### src/rtl/pirq_router.sv
module pirq_router #(
  parameter int NPIRQ = 8,
  parameter int NPIC  = 16,
  parameter int NSLOT = 32,
  parameter int FIXED_SLOT = 30,
  localparam int NGSI = NPIC + NPIRQ,
  localparam int LW   = $clog2(NPIRQ),
  localparam int SW   = $clog2(NSLOT)
) (
  input  logic            clk,
  input  logic            rst_n,
  input  logic [NPIRQ-1:0] pirq_lvl,
  input  logic            sci_lvl,
  input  logic            wr_en,
  input  logic [7:0]      wr_addr,
  input  logic [7:0]      wr_data,
  input  logic [7:0]      rd_addr,
  output logic [7:0]      rd_data,
  input  logic [SW-1:0]   map_slot,
  input  logic [1:0]      map_pin,
  output logic [LW-1:0]   map_pirq,
  output logic [NGSI-1:0] gsi_out
);

  logic [7:0]    route_q [NPIRQ];
  logic [2:0]    sci_sel_q;
  logic [LW-1:0] map_q [NSLOT][4];

  logic          wr_map;
  logic [SW-1:0] wr_slot;
  logic [SW-1:0] rd_slot;

  assign wr_map  = wr_en && wr_addr[7] && (wr_addr[6:2] != SW'(FIXED_SLOT));
  assign wr_slot = wr_addr[6:2];
  assign rd_slot = rd_addr[6:2];

  always_ff @(posedge clk) begin
    if (!rst_n) begin
      for (int n = 0; n < NPIRQ; n++) route_q[n] <= 8'h80;
      sci_sel_q <= 3'd0;
      for (int s = 0; s < NSLOT; s++)
        for (int i = 0; i < 4; i++)
          map_q[s][i] <= LW'(((s + i) % 4) + 4);
    end else begin
      if (wr_en && wr_addr < 8'(NPIRQ)) route_q[wr_addr[LW-1:0]] <= wr_data;
      if (wr_en && wr_addr == 8'(NPIRQ)) sci_sel_q <= wr_data[2:0];
      if (wr_map) map_q[wr_slot][wr_addr[1:0]] <= wr_data[LW-1:0];
    end
  end

  logic [NPIC-1:0] pic_vec;
  always_comb begin
    pic_vec = '0;
    for (int n = 0; n < NPIRQ; n++)
      if (!route_q[n][7] && !route_q[n][4])
        pic_vec[route_q[n][3:0]] = pic_vec[route_q[n][3:0]] | pirq_lvl[n];
  end

  logic [NGSI-1:0] sci_vec;
  always_comb begin
    sci_vec = '0;
    case (sci_sel_q)
      3'd0: sci_vec[9]  = 1'b1;
      3'd1: sci_vec[10] = 1'b1;
      3'd2: sci_vec[11] = 1'b1;
      3'd4: sci_vec[20] = 1'b1;
      3'd5: sci_vec[21] = 1'b1;
      default: sci_vec = '0;
    endcase
  end

  assign gsi_out = {pirq_lvl, pic_vec} | (sci_lvl ? sci_vec : '0);

  assign map_pirq = (map_slot == SW'(FIXED_SLOT)) ? LW'(4 + map_pin)
                                                  : map_q[map_slot][map_pin];

  always_comb begin
    rd_data = 8'h00;
    if (rd_addr[7]) begin
      if (rd_slot != SW'(FIXED_SLOT)) rd_data = 8'(map_q[rd_slot][rd_addr[1:0]]);
    end else if (rd_addr < 8'(NPIRQ)) begin
      rd_data = route_q[rd_addr[LW-1:0]];
    end else if (rd_addr == 8'(NPIRQ)) begin
      rd_data = {5'd0, sci_sel_q};
    end
  end

endmodule


### config.mk
export PLATFORM = sky130hd
export DESIGN_NAME = pirq_router
export DESIGN_NICKNAME = d
export VERILOG_FILES = /design/src/rtl/pirq_router.sv
export SDC_FILE = /design/constraint.sdc
export NUM_CORES = 1
export LEC_CHECK = 0
export BUFFER_PORTS_ARGS = -buffer_cell sky130_fd_sc_hd__buf_2
export CORE_ASPECT_RATIO = 0.8
export CORE_MARGIN = 2
export CORE_UTILIZATION = 32
export DETAILED_ROUTE_END_ITERATION = 8
export GPL_ROUTABILITY_DRIVEN = 1
export PLACE_DENSITY = 0.46
export SLEW_MARGIN = 20
export SYNTH_ARGS = -nofsm -noshare
export SYNTH_HDL_FRONTEND = slang
export SYNTH_SLANG_ARGS = --single-unit
### constraint.sdc
create_clock -name clk -period 10.9 [get_ports clk]
set_input_delay 2.18 -clock clk [delete_from_list [all_inputs] [get_ports clk]]
set_output_delay 2.18 -clock clk [all_outputs]
set_load 0.01 [all_outputs]
Word-level counts from Yosys, hierarchy flattened:

Memories as Yosys holds them, arrays and structs flattened.
Index checks and enable logic that the tools add are counted.

* $add $sub $neg: 1
* magnitude comparators: 22
* muxes and demuxes: 78
* reduce and logical (&&, ||, !) cells: 40
* bitwise logic cells: 13
* eq/ne operators: 9

Operators by type and width (number)
* 2-to-1 mux 16 bit: 8
* bitwise mux 16 bit: 7
* < comparator 4 x 5 -> 1 bit (second input constant): 8
* 2-to-1 mux 12 bit: 3
* demux 1 bit (select 4 bit): 8
* >= comparator 4 x 1 -> 1 bit (second input constant): 8
* binary-select mux 1 bit (select 4 bit): 7
* 2-to-1 mux 1 bit: 28
* 2-to-1 mux 3 bit: 9
* 2-to-1 mux 8 bit: 3
* bitwise OR 24 x 22 -> 24 bit: 1
* 2-to-1 mux 22 bit: 1
* logical AND 1 bit: 21
* bitwise AND 16 bit: 1
* == test 8 x 4 -> 1 bit (second input constant): 2
* logical NOT 1 bit: 16
* < comparator 8 x 4 -> 1 bit (second input constant): 2
* binary-select mux 3 bit (select 2 bit): 2
* OR reduction 12 bit: 1
* != test 5 bit (second input constant): 2
* >= comparator 3 bit (second input constant): 3
* NOT 2 -> 3 bit: 3
* bitwise OR 1 bit: 8
* OR reduction 8 bit: 1
* other kinds (9): 10

* memories kept: 3
* logic and storage cells: 167
* output and inout port bits: 35
* bits in writable memories: 448
* flip-flop bits (word level): 3
* input bits: 43
* ROM bits: 16

Memory list
* map_q: words 32, bits a word 12, read ports 2, clocked after memory_dff 0, write ports 32, RTL line 27 `logic [LW-1:0] map_q [NSLOT][4];`
* route_q: words 8, bits a word 8, read ports 9, clocked after memory_dff 0, write ports 8, RTL line 25 `logic [7:0] route_q [NPIRQ];`
* (no name shown): words 16, bits a word 1, read ports 1, clocked after memory_dff 0, write ports 0, RTL line 56 `pic_vec[route_q[n][3:0]] = pic_vec[route_q[n][3:0]] | pirq_lvl[n];`

Longest topological paths before layout:

An unclocked memory read counts as a cell.

* depth after elaboration: 43
* gate-level depth with buffers: 17
* mapped depth without buffers: 15

Worst setup path after synthesis:

Ideal clock, no wire load.

* kind: in2out
* start: input pirq_lvl[0]
* end: output gsi_out[14]
* data arrival time: 5.661 ns
* buffers on the path: 1
* stages: 16
* data required time: 8.720 ns
* setup slack: 3.059 ns
* cells stage by stage: nor2b_1 -> clkbuf_1 -> nand3_1 -> o21bai_1 -> nor4_1 -> or4_1 -> or2_2 -> a32oi_1 -> nor3_1 -> a211oi_1 -> o21ai_0 -> o311ai_1 -> nor3_4 -> o31ai_1 -> nor4_2 -> a22oi_1

* word-level cells in the longest chain between the ends: 39

Ends and longest elaborated chain
* start: declaration: RTL line 12 `input logic [NPIRQ-1:0] pirq_lvl,`
* bitwise OR 1 bit (*): RTL line 56
* bitwise AND 16 bit (no line) (*)
* 2-to-1 mux 16 bit (*): RTL line 55 `if (!route_q[n][7] && !route_q[n][4])`
* binary-select mux 1 bit (select 4 bit): RTL line 56
* 2-to-1 mux 1 bit (implied by the code): RTL line 56
* bitwise OR 1 bit: RTL line 56
* bitwise mux 16 bit: RTL line 56
* 2-to-1 mux 16 bit (*): RTL line 55
* (+23 left out)
* bitwise mux 16 bit: RTL line 56
* 2-to-1 mux 16 bit (*): RTL line 55
* binary-select mux 1 bit (select 4 bit): RTL line 56
* 2-to-1 mux 1 bit (implied by the code): RTL line 56
* bitwise OR 1 bit: RTL line 56
* bitwise mux 16 bit: RTL line 56
* 2-to-1 mux 16 bit (*): RTL line 55
* bitwise OR 24 x 22 -> 24 bit (*): RTL line 72 `assign gsi_out = {pirq_lvl, pic_vec} | (sci_lvl ? sci_vec : '0);`
* end: declaration: RTL line 22 `output logic [NGSI-1:0] gsi_out`

Mark *: on every way between the ends. The rest lies on a longest branch, timed or not. The select of a mux whose other input is x is not followed.

Final worst setup path:

* start: input pirq_lvl[0]
* end: output gsi_out[10]

Same word-level chain as after synthesis.

==> results.cfg <==
[job]
maxCapViolations = 0

[synthesis]
post_synth.cell_area_avg_sq_um = 12.0
yosysUniqueCellTypes = 93
async_reset_ff_frac = 0
synth_enable_flop_cells = 448
synth.area.top_cells = edfxtp_1 (49%), mux4_2 (22%), nand2_1 (5.1%), nor2_1 (4.2%), o21ai_0 (3.1%)
ys_top_cells_by_count = edfxtp_1 (448), nand2_1 (369), nor2_1 (309), mux4_2 (262), o21ai_0 (169)
synth_ff_type = edfxtp_1
syn_area_sq_um = 27400
synth_top_area_frac = 0.491
synth_cells = 2290
yosysSeqAreaShare = 0.493
synth_top_cell_by_area = edfxtp_1
yosysWarnings = 0
synth-seq-cells = 451
synth_most_common_cell = edfxtp_1

[floorplanning]
initial_core_util = 0.325
io_pins = 78
dieArea_sq_um = 88000
core_sq_um = 84400
rows = 95
die_h_um = 266
die_x_um = 331

[drt]
route.met2.wl_um = 43000
routed_via_density = 6.23
wl_met3_um = 13500
remaining_drc_errors = 0
drtIter0Drc = 3215
drt-total-wl_um = 110000
drt-met1-wl_um = 51000
routedWlPerCell_um = 32.0
first_pass_iters = 5
dr.max_layer_used = met5
vias = 21400
postRouteAntennaNets = 0

[place]
io_buffers = 77
post-dp-hpwl_um = 79500
place_inst = 3339
routabilityCongestion = 0.940

[power_and_ir_drop]
vdd_drop_max_v = 0.000113
power.density_nw_per_um2 = 143
total_leakage_power_uw = 0.00930

[clock_network]
clock_latency_ns = 0.59
postCtsSetupRepairBufs = 0
cts_buffers = 50
htree_levels = 2
cts_tree = done
cts-resized-gates = 0
cts.sinks = 451
clk_pin_slew_ns = 0.06
root_buffer = clkbuf_16
cts_hold_buf = 0
cts_buffer_depth = 3

[timing]
hold_violations = 0
timing.final.crit_share = 0.874
finalClockSkew_ns = 0
slew_viol_final = 0
tightest_slew_ns = 1.22
layout_min_cycle_time_ns = 9.52
setup_viol = 0
tns_ns = 0
relSlewSlack = 0.184
rsz0062_at_grt = false
fmax_mhz = 105

[finish]
nNetsFinal = 2319
n_fill_cell = 8249
stdcell_count = 3433
areaGrowthSynthToFinish_pct = 10.6
multiInputGateArea_sq_um = 13200
regArea_sq_um = 13500
drive_gt1_frac = 0.209

[critical_path]
cp_max_fo = 9
cp.required_ns = 8.72
crit_path_start_kind = primary input
rr_worst_depth = 2
endpoint_kind = output port
crit_arrival_ns = 7.34
worst-setup-path-type = in -> out

[min_path]
hold_depth = 2
hold_path_class = reg -> reg

[global_routing]
antenna_found_initial = 6
grt_pass1_vias = 20400
grt_pass1_wl_um = 155000
grt_max_degree = 74
grt-ovfl-total = 0
track_usage = 0.245

[run_status]
status = complete, no violations
==> final cells by class <==
class                           instances  area share
Clock inverter                         31     0.00722
Timing Repair Buffer                  105      0.0212
Sequential cell                       451       0.446
Clock buffer                           58      0.0430
Antenna cell                            5    0.000413
Multi-Input combinational cell       1650       0.434
Inverter                               18     0.00223
Tap cell                             1115      0.0460
==> power by group <==
part | internal, uW | switching, uW
logic | 240 | 375
clock network | 919 | 719
registers | 1990 | 71.9
total | 3150 | 1170
==> cells in the final DEF (no fill, tap or decap), types with 8 or more instances in the layout <==
master / Yosys / layout
a21o_1: 8 / 8
mux2i_1: 23 / 23
and2_1: 69 / 69
buf_2: 1 / 71
a31oi_1: 15 / 15
conb_1: 2 / 12
o211ai_1: 15 / 15
nor2b_1: 22 / 22
clkbuf_16: 0 / 51
nor3_1: 37 / 37
nand3b_1: 8 / 8
nor2_1: 309 / 307
o221ai_1: 9 / 9
mux4_2: 262 / 262
buf_4: 6 / 30
or3_1: 12 / 12
inv_1: 18 / 18
nand4_1: 13 / 13
nand2_1: 369 / 365
nand3_1: 40 / 40
a21oi_1: 34 / 34
edfxtp_1: 448 / 448
and3_1: 9 / 9
clkinv_1: 0 / 15
nand2b_1: 32 / 32
a211oi_1: 11 / 11
clkinv_2: 0 / 11
o21ai_0: 169 / 163
nor4_1: 11 / 10
or2_2: 10 / 10
==> per-layer routing <==
layer,vias up,GRT usage
met5,-,0
li1,8809,-
met4,4,0.0554
met2,1301,0.323
met3,134,0.0695
met1,11100,0.390
==> kinds of logic after synthesis <==
logic type,count (synthesis),synth area share
buffers and inverters,199,0.0292
DFF,451,0.493
muxes,290,0.226
other,2,0.000274
xor gates and xnor gates,6,0.00192
AOI/OAI and AO/OA,370,0.0895
and+or+nand+nor,972,0.160
==> flip-flops by register name, indices dropped and copies added (netlist names) <==
| name | flops |
|---|---|
| map_q | 384 |
| sci_sel_q | 3 |
| route_q | 64 |
==> worst paths after layout <==
path	end	slack, ns	startpoint
worst max-delay path	gsi_out[10]	1.38	pirq_lvl[0]
worst min-delay path	sci_sel_q[1]$_SDFFE_PN0P_	0.71	sci_sel_q[1]$_SDFFE_PN0P_
worst max register to register	sci_sel_q[0]$_SDFFE_PN0P_	9.90	sci_sel_q[0]$_SDFFE_PN0P_
worst min register to register	sci_sel_q[1]$_SDFFE_PN0P_	0.71	sci_sel_q[1]$_SDFFE_PN0P_
==> worst max-delay path: stages <==
cell and delay [ns]:
buf_2 0.10, nor2b_1 0.54, nand3_1 0.20, o21bai_1 0.39
nor4_1 0.14, or4_1 0.45, or2_2 0.29, a32oi_1 0.44
or3_1 0.44, a31oi_1 0.17, o21ai_0 0.42, nor4_1 0.16
nor4b_1 0.43, o311ai_0 0.23, a31o_2 0.33, a31oi_1 0.24
buf_2 0.19
==> through the flow <==
step	utilization	hold WS, ns	total power, uW	worst slack [ns]	cell area, sq um
floorplan	-	0.525	2440	3.06	27400
global placement	0.341	0.675	2690	1.76	28800
detailed placement	0.341	0.682	2700	1.75	28800
CTS	0.359	0.693	4320	1.71	30300
global route	0.359	0.754	4430	1.26	30300
finish	0.359	0.713	4320	1.38	30300
No activity file was read; power rests on OpenSTA's default activity.
